## config.mk

```make
export PLATFORM = sky130hd
export DESIGN_NAME = cfg_spi_rx
export DESIGN_NICKNAME = d
export VERILOG_FILES = /design/src/rtl/cfg_spi_pkg.sv /design/src/rtl/cfg_spi_sync.sv /design/src/rtl/cfg_spi_frame.sv /design/src/rtl/cfg_spi_hold.sv /design/src/rtl/cfg_spi_rx.sv
export SDC_FILE = /design/constraint.sdc
export NUM_CORES = 1
export LEC_CHECK = 0
export ABC_CLOCK_PERIOD_IN_PS = 2500
export BUFFER_PORTS_ARGS = -buffer_cell sky130_fd_sc_hd__buf_2
export CAP_MARGIN = 20
export CORE_UTILIZATION = 40
export DETAILED_ROUTE_END_ITERATION = 10
export GPL_TIMING_DRIVEN = 0
export MAX_ROUTING_LAYER = met4
export PLACE_DENSITY_LB_ADDON = 0.08
export SLEW_MARGIN = 30
export SYNTH_ARGS = -nofsm -noshare
export SYNTH_HDL_FRONTEND = slang
export SYNTH_HIERARCHICAL = 1
export SYNTH_SLANG_ARGS = --single-unit
```

## constraint.sdc

```tcl
create_clock -name clk -period 2.5 [get_ports clk]
set_input_delay 0.5 -clock clk [delete_from_list [all_inputs] [get_ports clk]]
set_output_delay 0.5 -clock clk [all_outputs]
set_load 0.005 [all_outputs]
```

## src/rtl/cfg_spi_pkg.sv

```systemverilog
package cfg_spi_pkg;

  // Frame geometry and field positions (bit 0 = last bit on the wire)
  localparam int unsigned FRAME_BITS_DEF  = 16;
  localparam int unsigned FILT_POS_DEF    = 15;
  localparam int unsigned SEL0_POS_DEF    = 10;
  localparam int unsigned SEL1_POS_DEF    = 9;
  localparam int unsigned SYNC_STAGES_DEF = 2;

  // Index of each pin inside the synchronizer vector
  localparam int unsigned PIN_SCK   = 0;
  localparam int unsigned PIN_MOSI  = 1;
  localparam int unsigned PIN_PRES  = 2;
  localparam int unsigned PIN_CSN   = 3;
  localparam int unsigned PIN_COUNT = 4;

  // Idle levels: select high, everything else low
  localparam logic [PIN_COUNT-1:0] PIN_IDLE = 4'b1000;

  typedef struct packed {
    logic       filt_sel;
    logic [1:0] dsel;      // {SEL1, SEL0}
  } cfg_t;

  localparam cfg_t CFG_RESET = '{filt_sel: 1'b1, dsel: 2'b00};

endpackage

```

## src/rtl/cfg_spi_sync.sv

```systemverilog
module cfg_spi_sync #(
  parameter int unsigned          WIDTH   = 4,
  parameter int unsigned          STAGES  = 2,
  parameter logic [WIDTH-1:0]     RST_VAL = '0
) (
  input  logic             clk,
  input  logic             rst_n,
  input  logic [WIDTH-1:0] async_i,
  output logic [WIDTH-1:0] lvl_o,
  output logic [WIDTH-1:0] prev_o
);

  // STAGES synchronizing flops plus one history flop for edge detection
  localparam int unsigned DEPTH = STAGES + 1;

  logic [WIDTH-1:0] stg_q [DEPTH];
  logic [WIDTH-1:0] stg_d [DEPTH];

  always_comb begin
    stg_d[0] = async_i;
    for (int s = 1; s < DEPTH; s++) begin
      stg_d[s] = stg_q[s-1];
    end
  end

  for (genvar g = 0; g < DEPTH; g++) begin : g_stage
    always_ff @(posedge clk or negedge rst_n) begin
      if (!rst_n) begin
        stg_q[g] <= RST_VAL;
      end else begin
        stg_q[g] <= stg_d[g];
      end
    end
  end

  assign lvl_o  = stg_q[STAGES-1];
  assign prev_o = stg_q[STAGES];

endmodule

```

## src/rtl/cfg_spi_frame.sv

```systemverilog
module cfg_spi_frame #(
  parameter int unsigned FRAME_BITS = 16,
  localparam int unsigned CNT_W     = $clog2(FRAME_BITS + 2)
) (
  input  logic                  clk,
  input  logic                  rst_n,
  input  logic                  present_i,
  input  logic                  csn_lvl_i,
  input  logic                  csn_fall_i,
  input  logic                  csn_rise_i,
  input  logic                  sck_rise_i,
  input  logic                  mosi_i,
  output logic [FRAME_BITS-1:0] frame_o,
  output logic [CNT_W-1:0]      cnt_o,
  output logic                  commit_o
);

  // One past a full frame marks "no valid frame in progress"
  localparam logic [CNT_W-1:0] CNT_FULL = CNT_W'(FRAME_BITS);
  localparam logic [CNT_W-1:0] CNT_BAD  = CNT_W'(FRAME_BITS + 1);

  logic [FRAME_BITS-1:0] sh_q, sh_d;
  logic [CNT_W-1:0]      cnt_q, cnt_d;
  logic                  sh_en;

  assign sh_en = present_i && !csn_lvl_i && !csn_fall_i && sck_rise_i;

  always_comb begin
    sh_d  = sh_q;
    cnt_d = cnt_q;
    if (!present_i) begin
      cnt_d = CNT_BAD;
    end else if (csn_fall_i) begin
      cnt_d = '0;
    end else if (sh_en) begin
      sh_d = {sh_q[FRAME_BITS-2:0], mosi_i};
      if (cnt_q != CNT_BAD) begin
        cnt_d = cnt_q + 1'b1;
      end
    end
  end

  always_ff @(posedge clk or negedge rst_n) begin
    if (!rst_n) begin
      sh_q  <= '0;
      cnt_q <= CNT_BAD;
    end else begin
      if (sh_en) begin
        sh_q <= sh_d;
      end
      cnt_q <= cnt_d;
    end
  end

  assign commit_o = present_i && csn_rise_i && (cnt_q == CNT_FULL);
  assign frame_o  = sh_q;
  assign cnt_o    = cnt_q;

endmodule

```

## src/rtl/cfg_spi_hold.sv

```systemverilog
module cfg_spi_hold
  import cfg_spi_pkg::*;
(
  input  logic clk,
  input  logic rst_n,
  input  logic commit_i,
  input  logic filt_bit_i,
  input  logic sel0_bit_i,
  input  logic sel1_bit_i,
  output cfg_t cfg_o
);

  cfg_t cfg_q, cfg_d;

  always_comb begin
    cfg_d = cfg_q;
    if (commit_i) begin
      cfg_d.filt_sel = filt_bit_i;
      cfg_d.dsel     = {sel1_bit_i, sel0_bit_i};
    end
  end

  always_ff @(posedge clk or negedge rst_n) begin
    if (!rst_n) begin
      cfg_q <= CFG_RESET;
    end else if (commit_i) begin
      cfg_q <= cfg_d;
    end
  end

  assign cfg_o = cfg_q;

endmodule

```

## src/rtl/cfg_spi_rx.sv

```systemverilog
module cfg_spi_rx
  import cfg_spi_pkg::*;
#(
  parameter int unsigned FRAME_BITS  = FRAME_BITS_DEF,
  parameter int unsigned FILT_POS    = FILT_POS_DEF,
  parameter int unsigned SEL0_POS    = SEL0_POS_DEF,
  parameter int unsigned SEL1_POS    = SEL1_POS_DEF,
  parameter int unsigned SYNC_STAGES = SYNC_STAGES_DEF
) (
  input  logic       clk,
  input  logic       rst_n,
  input  logic       ctrl_present_i,
  input  logic       spi_csn_i,
  input  logic       spi_mosi_i,
  input  logic       spi_sck_i,
  output logic       filt_sel_o,
  output logic [1:0] dsel_o
);

  localparam int unsigned CNT_W = $clog2(FRAME_BITS + 2);

  logic [PIN_COUNT-1:0]  pins_a, pins_lvl, pins_prev;
  logic                  csn_s, present_s, mosi_s;
  logic                  csn_rise, csn_fall, sck_rise;
  logic [FRAME_BITS-1:0] frame_q;
  logic [CNT_W-1:0]      cnt_q;
  logic                  commit;
  cfg_t                  cfg_q;

  always_comb begin
    pins_a           = '0;
    pins_a[PIN_SCK]  = spi_sck_i;
    pins_a[PIN_MOSI] = spi_mosi_i;
    pins_a[PIN_PRES] = ctrl_present_i;
    pins_a[PIN_CSN]  = spi_csn_i;
  end

  cfg_spi_sync #(
    .WIDTH   (PIN_COUNT),
    .STAGES  (SYNC_STAGES),
    .RST_VAL (PIN_IDLE)
  ) sync_i (
    .clk     (clk),
    .rst_n   (rst_n),
    .async_i (pins_a),
    .lvl_o   (pins_lvl),
    .prev_o  (pins_prev)
  );

  assign csn_s     = pins_lvl[PIN_CSN];
  assign present_s = pins_lvl[PIN_PRES];
  assign mosi_s    = pins_lvl[PIN_MOSI];
  assign csn_rise  =  pins_lvl[PIN_CSN] & ~pins_prev[PIN_CSN];
  assign csn_fall  = ~pins_lvl[PIN_CSN] &  pins_prev[PIN_CSN];
  assign sck_rise  =  pins_lvl[PIN_SCK] & ~pins_prev[PIN_SCK];

  cfg_spi_frame #(
    .FRAME_BITS (FRAME_BITS)
  ) frame_i (
    .clk        (clk),
    .rst_n      (rst_n),
    .present_i  (present_s),
    .csn_lvl_i  (csn_s),
    .csn_fall_i (csn_fall),
    .csn_rise_i (csn_rise),
    .sck_rise_i (sck_rise),
    .mosi_i     (mosi_s),
    .frame_o    (frame_q),
    .cnt_o      (cnt_q),
    .commit_o   (commit)
  );

  cfg_spi_hold hold_i (
    .clk        (clk),
    .rst_n      (rst_n),
    .commit_i   (commit),
    .filt_bit_i (frame_q[FILT_POS]),
    .sel0_bit_i (frame_q[SEL0_POS]),
    .sel1_bit_i (frame_q[SEL1_POS]),
    .cfg_o      (cfg_q)
  );

  assign filt_sel_o = cfg_q.filt_sel;
  assign dsel_o     = cfg_q.dsel;

endmodule

```

==> flow_summary.yaml, run 1 <==
floorplan:
  rows: 21
  die-height_um: 61.87
  core_um2: 3390
  dieArea_um2: 3828
  ioPinCount: 9
  initial_core_util_pct: 42.30
  die_w_um: 61.87
timing:
  fin_crit_sh_pct: 79.93
  final.setup.tns_ns: 0
  relSlewSlack_pct: 52.51
  drv_slew: 0
  setup_viol: 0
  timing.fmax_ghz: 0.5004
  period_needed_ns: 1.998
  skew_ns: 0.009404
  rsz0062_at_grt: "no"
  timing.hold.ws_ns: 0.2027
  finalHoldViolCount: 0
  tightestPinTransition_ns: 0.7025
drt:
  viasPerCell: 4.684
  first_iter_violations: 17
  wl_um: 1964
  ant_nets: 0
  wl_per_cell_um: 12.43
  drc: 0
  vias: 740
  drt_pass1_iterations: 4
synthesis:
  synthesis.nets: 105
  syn_area_per_cell_um2: 14.94
  synth_cells: 96
  yosysWarnings: 6
  syn_area_um2: 1434
clock_tree:
  cts_tree: "built"
  clk_pin_slew_ns: 0.11
  clockRootBuffer: "clkbuf_4"
  cts_buffers: 5
  clock_path_buffers: 2
  cts_sinks: 34
  cts_setup_buffers: 0
  clock_latency_ns: 0.34
  ctsHoldBuffers: 0
  htree_levels: 2
  cts_resized: 0
placed_design:
  place_inst: 150
  portBuffers: 8
  placed_area_um2: 1531
  gp_congestion: 0.7297
  hpwl_um: 1260
critical_path:
  slowest_stage: "nor4b_1"
  path_class: "reg2reg"
  critPathBufInv: 1
  path_delay_family: "simple AND/OR/NAND/NOR gates"
  slowest_delay_ns: 0.64
  worstPathMaxFanout: 4
  cp_cell_sequence: "buf_4, nor2b_1, nand3_1, nor4b_1, mux2_2"
  required_ns: 2.72
  cp_data_arrival_time_ns: 2.22
  cp-end-kind: "flop"
  cp-start-kind: "flop"
cells_and_area:
  ff_latch_area_um2: 858.3
  fin_area_um2: 1592
  multiInputGateArea_um2: 519.2
  fin_nets: 120
  stdcell_count: 158
  syn_to_final_growth_pct: 11.00
  drive_above_1_share_pct: 39.29
  fillers: 307
  diodes: 0
global_route:
  grt_use_met3_pct: 6.211
  grt-busiest-layer: "met2"
  grt_max_degree: 35
  grt_pass1_wl_um: 3436
  grt_pass1_vias: 763
  grt_remaining_overflow: 0
  grtUsageMet1_pct: 17.45
  globalRouteMet2Util_pct: 17.67
  grt_usage_pct: 13.72
  antenna_found_initial: 0
power:
  powerDensity_nw_per_um2: 621.6
  p_sw_uw: 228.9
  power.share.clock_pct: 32.1
  switching_share_pct: 23.13
  power.total_uw: 989.3
  seq_power_share_pct: 60.4
  internal_power_uw: 760.4
  ir_worst_vdd_uv: 382.4
  p_comb_share_pct: 7.5
  total_leakage_power_nw: 0.7682
hold_path:
  hp-class: "in2async"
run_status:
  outcome: "finished clean"
run:
  drv_cap: 0
cell usage in the layout, fill, tap and decap left out:
| cell type | count |
|---|---|
| nand3b_1 | 1 |
| nand4_1 | 2 |
| mux2_4 | 10 |
| dfrtp_1 | 28 |
| clkbuf_8 | 1 |
| clkbuf_4 | 5 |
| nor2b_1 | 5 |
| o211ai_1 | 1 |
| clkbuf_1 | 1 |
| nand3_1 | 2 |
| a311o_1 | 1 |
| nor4b_1 | 1 |
| buf_8 | 1 |
| mux2_2 | 3 |
| mux2_1 | 6 |
| o31ai_1 | 1 |
| nor4bb_2 | 1 |
| nand2b_4 | 2 |
| clkinv_2 | 1 |
| dfstp_2 | 6 |
| ha_1 | 3 |
| and2b_2 | 1 |
| buf_4 | 4 |
| o21ai_0 | 1 |
| nand2_1 | 7 |
| buf_2 | 8 |
| or3_1 | 1 |
| inv_1 | 3 |
| or4_1 | 2 |
| a21oi_1 | 2 |
| nor2_8 | 1 |
per-layer routing:
metal | wire, um | part of all wire (%)
met5 | 0 | 0
met4 | 53 | 2.7
met3 | 96 | 4.9
met2 | 799 | 41
met1 | 1014 | 52
per-stage QoR:
stage	util, %	setup slack (ns)
after global routing	46.95	0.4035
after detailed placement	45.18	0.4814
after floorplan	-	0.7163
final	46.95	0.5016
after CTS	46.95	0.4659
after global placement	45.18	0.5187
power by group through the flow:
stage               clock network, mW  logic, mW  registers (mW)
finish                          0.318     0.0739           0.598
global route                    0.360     0.0831           0.604
CTS                             0.330     0.0758           0.599
detailed placement                  0     0.0755           0.609
global placement                    0     0.0737           0.608
floorplan                           0     0.0548           0.605
worst reg2reg max path, stage by stage (launching register included):
cell and delay, ns:
dfstp_2 0.54, buf_4 0.11, nor2b_1 0.12, nand3_1 0.09, nor4b_1 0.64, mux2_2 0.41
state kept, by name, summed over array words and instances (netlist names):
register / cells
sync_i/lvl_o: 4
frame_i/frame_o: 16
sync_i/stg_d: 4
frame_i/cnt_o: 5
sync_i/prev_o: 2
hold_i/cfg_o: 3
area by class of cell:
type | instances | share of cell area, %
Buffer | 5 | 2.830
Clock buffer | 7 | 3.459
Clock inverter | 1 | 0.3145
Inverter | 3 | 0.7075
Multi-Input combinational cell | 54 | 32.63
Sequential cell | 34 | 53.93
Tap cell | 46 | 3.616
Timing Repair Buffer | 8 | 2.516
final timing paths:
check | startpoint | endpoint | slack [ns] | cells after the start
setup / recovery | sync_i/lvl_o[3] | hold_i/cfg_o[0] | 0.50 | 5
hold / removal | rst_n | frame_i/cnt_o[2] | 0.20 | 1
setup reg to reg | sync_i/lvl_o[3] | hold_i/cfg_o[0] | 0.50 | 5
hold reg to reg | sync_i/stg_d[5] | sync_i/lvl_o[1] | 0.35 | 0
max in group asynchronous | rst_n | sync_i/prev_o[0] | 1.83 | 1
min in group clk | spi_csn_i | sync_i/stg_d[7] | 0.26 | 1
(Power assumes the default switching activity.)
==> run 2: changes to the inputs <==
--- a/config.mk
+++ b/config.mk
@@ -5,7 +5,7 @@
 export SDC_FILE = /design/constraint.sdc
 export NUM_CORES = 1
 export LEC_CHECK = 0
-export ABC_CLOCK_PERIOD_IN_PS = 2500
+export ABC_CLOCK_PERIOD_IN_PS = 1600
 export BUFFER_PORTS_ARGS = -buffer_cell sky130_fd_sc_hd__buf_2
 export CAP_MARGIN = 20
 export CORE_UTILIZATION = 40
==> constraint.sdc (replaced) <==
create_clock -name clk -period 1.6 [get_ports clk]
set_input_delay 0.32 -clock clk [delete_from_list [all_inputs] [get_ports clk]]
set_output_delay 0.32 -clock clk [all_outputs]
set_load 0.005 [all_outputs]
==> flow_summary.yaml, run 2 (same netlist as run 1, synthesis figures left out) <==
clock_tree:
  clock_latency_ns: 0.33
  ctsHoldBuffers: 0
  cts_buffers: 5
  clock_path_buffers: 2
  cts_sinks: 34
  clk_pin_slew_ns: 0.11
  cts_tree: "built"
  htree_levels: 2
  clockRootBuffer: "clkbuf_4"
critical_path:
  cp_data_arrival_time_ns: 1.87
  worst-r2r-setup-slack_ns: -0.04
  slowest_delay_ns: 0.55
  cp_cell_sequence: "and2b_2, nand2b_4, nor2_8, clkbuf_16, mux2_4"
  reg2regPathDepth: 5
  path_class: "reg2reg"
  worstPathMaxFanout: 5
  cp-end-kind: "flop"
  slowest_stage: "dfstp_2"
  required_ns: 1.83
  regToRegStartpoint: "sync_i/lvl_o[3]"
  cp-start-kind: "flop"
  r2r_end: "frame_i/frame_o[0]"
placed_design:
  hpwl_um: 1236
  portBuffers: 8
  gp_congestion: 0.7087
power:
  powerDensity_nw_per_um2: 975.9
  total_leakage_power_nw: 0.8278
  ir_worst_vdd_uv: 553.2
cells_and_area:
  syn_to_final_growth_pct: 21.12
  fin_nets: 124
  post-route-util_pct: 51.24
  final_cell_mix: "28 x dfrtp_1, 17 x mux2_4, 8 x buf_2"
  diodes: 0
  fillers: 300
  drive_above_1_share_pct: 49.14
  largest_register_ffs: 16
  layout_commonest_cell: "dfrtp_1"
floorplan:
  ioPinCount: 9
  dieArea_um2: 3828
  die_w_um: 61.87
  core_um2: 3390
  die-height_um: 61.87
  initial_core_util_pct: 42.30
  rows: 21
drt:
  vias: 754
  ant_nets: 0
  drt_pass1_iterations: 4
  wl_um: 2109
  viasPerCell: 4.654
  wl_per_cell_um: 13.02
  drc: 0
  first_iter_violations: 65
timing:
  skew_ns: 0.01057
  final.setup.tns_ns: -0.4232
  timing.fmax_ghz: 0.6114
  setup_viol: 17
  tightestPinTransition_ns: 0.7486
  finalHoldViolCount: 0
  rsz0062_at_grt: "yes"
  fin_crit_sh_pct: 102.2
  period_needed_ns: 1.636
  fin_ws_ns: -0.03553
  drv_slew: 0
  relSlewSlack_pct: 50.09
hold_path:
  hp-class: "in2async"
run:
  drv_cap: 0
global_route:
  grt_pass1_vias: 744
  grt_pass1_wl_um: 3588
  antenna_found_initial: 0
  grt_max_degree: 35
  grt_usage_pct: 14.33
  grt_remaining_overflow: 0
run_status:
  outcome: "complete, but fails checks"
  violations: "setup timing"
[run 2: final cells by class]
| cell class | instances | area [um2] | share of cell area, % |
|---|---|---|---|
| Buffer | 4 | 42.54 | 2.450 |
| Clock buffer | 7 | 45.04 | 2.594 |
| Clock inverter | 1 | 30.03 | 1.729 |
| Inverter | 3 | 11.26 | 0.6484 |
| Multi-Input combinational cell | 54 | 584.3 | 33.65 |
| Sequential cell | 34 | 858.3 | 49.42 |
| Tap cell | 46 | 57.56 | 3.314 |
| Timing Repair Buffer | 13 | 107.6 | 6.196 |
[run 2: worst max-delay path by stage]
stage	from	to	slack, ns
after floorplan	sync_i/lvl_o[3]	frame_i/frame_o[0]	-0.12
after global placement	sync_i/lvl_o[3]	frame_i/frame_o[11]	-0.21
after detailed placement	sync_i/lvl_o[3]	frame_i/frame_o[11]	-0.23
after CTS	sync_i/lvl_o[3]	frame_i/frame_o[5]	-0.07
after global routing	sync_i/lvl_o[3]	hold_i/cfg_o[0]	-0.08
final	sync_i/lvl_o[3]	frame_i/frame_o[0]	-0.04
[run 2: critical path: cells and delay by family (launching register included)]
| kind | cells | cell delay [ns] |
|---|---|---|
| buffers and inverters | 1 | 0.17 |
| and+or+nand+nor | 3 | 0.52 |
| muxes | 1 | 0.29 |
| DFF | 1 | 0.55 |
[run 2: layer usage]
layer / wire length, um / GRT usage (%)
met1: 1062 / 19.36
met2: 913 / 17.82
met3: 93 / 6.832
met4: 40 / 6.667
met5: 0 / -
[run 2: report_power, final]
group	internal (mW)	switching, mW
Clock	0.331	0.272
Sequential	0.913	0.0259
Combinational	0.0917	0.0602
[run 2: through the flow]
step | hold slack [ns] | worst slack (ns) | total power, mW | instance area [um2] | std cells
6_report | 0.03653 | -0.03553 | 1.695 | 1737 | 162
5_1_grt | 0.04175 | -0.08323 | 1.794 | 1737 | 162
3_3_place_gp | 0.3331 | -0.2055 | 1.070 | 1550 | 150
2_1_floorplan | 0.02441 | -0.1208 | 1.033 | 1453 | 96
4_1_cts | 0.04792 | -0.06634 | 1.722 | 1712 | 162
3_5_place_dp | 0.3371 | -0.2350 | 1.074 | 1550 | 150
[run 2: repair_timing]
action | CTS | global route
gates cloned | 1 | 0
pin swaps | 1 | 4
resized for setup | 8 | 7
endpoints found under the setup margin | 19 | 22
setup buffers | 4 | 0
==> run 3: changes to the inputs <==
--- a/config.mk
+++ b/config.mk
@@ -16,5 +16,4 @@
 export SLEW_MARGIN = 30
 export SYNTH_ARGS = -nofsm -noshare
 export SYNTH_HDL_FRONTEND = slang
-export SYNTH_HIERARCHICAL = 1
 export SYNTH_SLANG_ARGS = --single-unit
==> flow_summary.yaml, run 3 <==
cells_and_area:
  stdcell_count: 147
  layout_commonest_cell: "dfrtp_1"
  diodes: 0
  multiInputGateArea_um2: 481.7
  fin_nets: 111
  ff_latch_area_um2: 858.3
  final_cell_mix: "28 x dfrtp_1, 18 x mux2_2, 8 x buf_2"
  fin_area_um2: 1533
  post-route-util_pct: 49.40
  syn_to_final_growth_pct: 16.11
  largest_register_ffs: 16
  fillers: 302
  drive_above_1_share_pct: 50.49
clock_tree:
  cts_sinks: 34
  htree_levels: 2
  clock_latency_ns: 0.34
  cts_tree: "built"
  clock_path_buffers: 2
  cts_buffers: 5
  clk_pin_slew_ns: 0.10
  ctsHoldBuffers: 0
  clockRootBuffer: "clkbuf_4"
timing:
  rsz0062_at_grt: "yes"
  relSlewSlack_pct: 51.96
  setup_viol: 0
  fin_crit_sh_pct: 98.95
  timing.hold.ws_ns: 0.02714
  skew_ns: 0.006239
  finalHoldViolCount: 0
  period_needed_ns: 1.583
  fin_ws_ns: 0.01682
  final.setup.tns_ns: 0
  drv_slew: 0
  tightestPinTransition_ns: 0.7206
  timing.fmax_ghz: 0.6316
synthesis:
  synth_cell_types: 25
  synth-async-reset-ratio_pct: 100.0
  synth_cells: 87
  synthTopCellsByArea: "dfrtp_1 53%, mux2_2 16%, dfstp_2 12%, ha_1 2.8%, nand3_1 1.1%"
  syn_area_per_cell_um2: 15.17
  ys_ff_latch: 34
  synthesis.nets: 96
  synth_top_cell_by_area: "dfrtp_1"
  synth_top_area_share_pct: 53.08
  synth_edf_count: 0
  synth_ff_type: "dfrtp_1"
  synth_seq_area_share_pct: 65.02
  syn_area_um2: 1320
  synth_common_cells: "28 x dfrtp_1, 19 x mux2_2, 6 x dfstp_2"
  synth_most_common_cell: "dfrtp_1"
  yosysWarnings: 0
critical_path:
  worstPathMaxFanout: 5
  cp-end-kind: "flop"
  path_class: "reg2reg"
  cp_cell_sequence: "nand4b_1, nor4b_4, mux2_2"
  cp_data_arrival_time_ns: 1.81
  slowest_stage: "dfstp_2"
  required_ns: 1.83
  slowest_delay_ns: 0.58
  worst-r2r-setup-slack_ns: 0.02
  cp-start-kind: "flop"
floorplan:
  dieArea_um2: 3534
  core_um2: 3103
  die_w_um: 59.45
  die-height_um: 59.45
  initial_core_util_pct: 42.54
  ioPinCount: 9
  rows: 20
placed_design:
  dpl_worst_slack_ns: -0.1595
  hpwl_um: 1228
  gp_congestion: 0.7369
  placed_area_um2: 1415
  place_inst: 139
  portBuffers: 8
drt:
  vias: 719
  wl_per_cell_um: 12.75
  drc: 0
  viasPerCell: 4.891
  ant_nets: 0
  drt_pass1_iterations: 3
  first_iter_violations: 15
  wl_um: 1874
run_status:
  outcome: "finished clean"
run:
  drv_cap: 0
global_route:
  grt_remaining_overflow: 0
  grt_pass1_vias: 728
  antenna_found_initial: 0
  grt_pass1_wl_um: 3174
  grt_max_degree: 35
  grt_usage_pct: 13.68
power:
  total_leakage_power_nw: 0.7252
  power.total_mw: 1.519
  powerDensity_nw_per_um2: 991.0
  ir_worst_vdd_uv: 514.6
hold_path:
  hp-class: "in2async"
[run 3: cell types whose count changed in the layout (fill, tap and decap cells not counted), moves of 3 or more]
cell / previous run / this run
nand2_1: 7 / 1
mux2_4: 17 / 1
buf_4: 6 / 3
mux2_2: 2 / 18
nor2b_1: 3 / 0
[run 3: timing repair]
action                                  in CTS  in global routing
pin swaps                                    1                  0
setup buffers                                1                  1
gates resized for setup                      4                  6
endpoints found under the setup margin      16                 14
[run 3: cells by family (layout without fill, tap and decap cells)]
family                     Yosys count  count (layout)  share of synthesized area, %
buffers and inverters                6              22                         2.085
DFF                                 34              34                         65.02
adders and majority gates            3               3                         2.844
and+or+nand+nor                     17              17                         9.762
muxes                               20              20                         16.97
AOI/OAI and AO/OA                    7               7                         3.317
[run 3: cell type report]
cell class / count / share of cell area [%]
plain buffers: 1 / 0.4898
clock buffers: 6 / 3.347
clock inverters: 2 / 0.8163
inverters: 3 / 0.7347
multi-input cells: 47 / 31.43
flip-flops and latches: 34 / 56.00
well taps: 44 / 3.592
repair buffers: 10 / 3.592
[run 3: report_power, final]
part / internal [mW] / total (mW) / switching (mW)
combinational: 0.0491 / 0.0936 / 0.0445
clock: 0.211 / 0.498 / 0.287
sequential: 0.903 / 0.927 / 0.0244
[run 3: critical path: cells and delay by family (launching register included)]
family	cells	cell delay (ns)
flip-flops	1	0.58
AND/OR/NAND/NOR	2	0.53
multiplexers	1	0.37
[run 3: worst paths after layout]
path,from,to,cells after the start
max in group asynchronous,rst_n,frame_i.frame_o[2],1
worst min-delay path,rst_n,hold_i.cfg_o[0],1
worst max register to register,sync_i.lvl_o[3],hold_i.cfg_o[1],3
worst max-delay path,sync_i.lvl_o[3],hold_i.cfg_o[1],3
min in group clk,spi_csn_i,sync_i.stg_d[7],1
worst min register to register,sync_i.stg_d[5],sync_i.lvl_o[1],0
[run 3: metal layers]
| layer | up-vias | track usage (%) | part of all wire (%) |
|---|---|---|---|
| met5 | - | - | 0 |
| met4 | 0 | 12.24 | 3.6 |
| met3 | 8 | 4.585 | 4.1 |
| met2 | 15 | 19.42 | 45 |
| met1 | 352 | 15.11 | 48 |
| li1 | 344 | - | - |
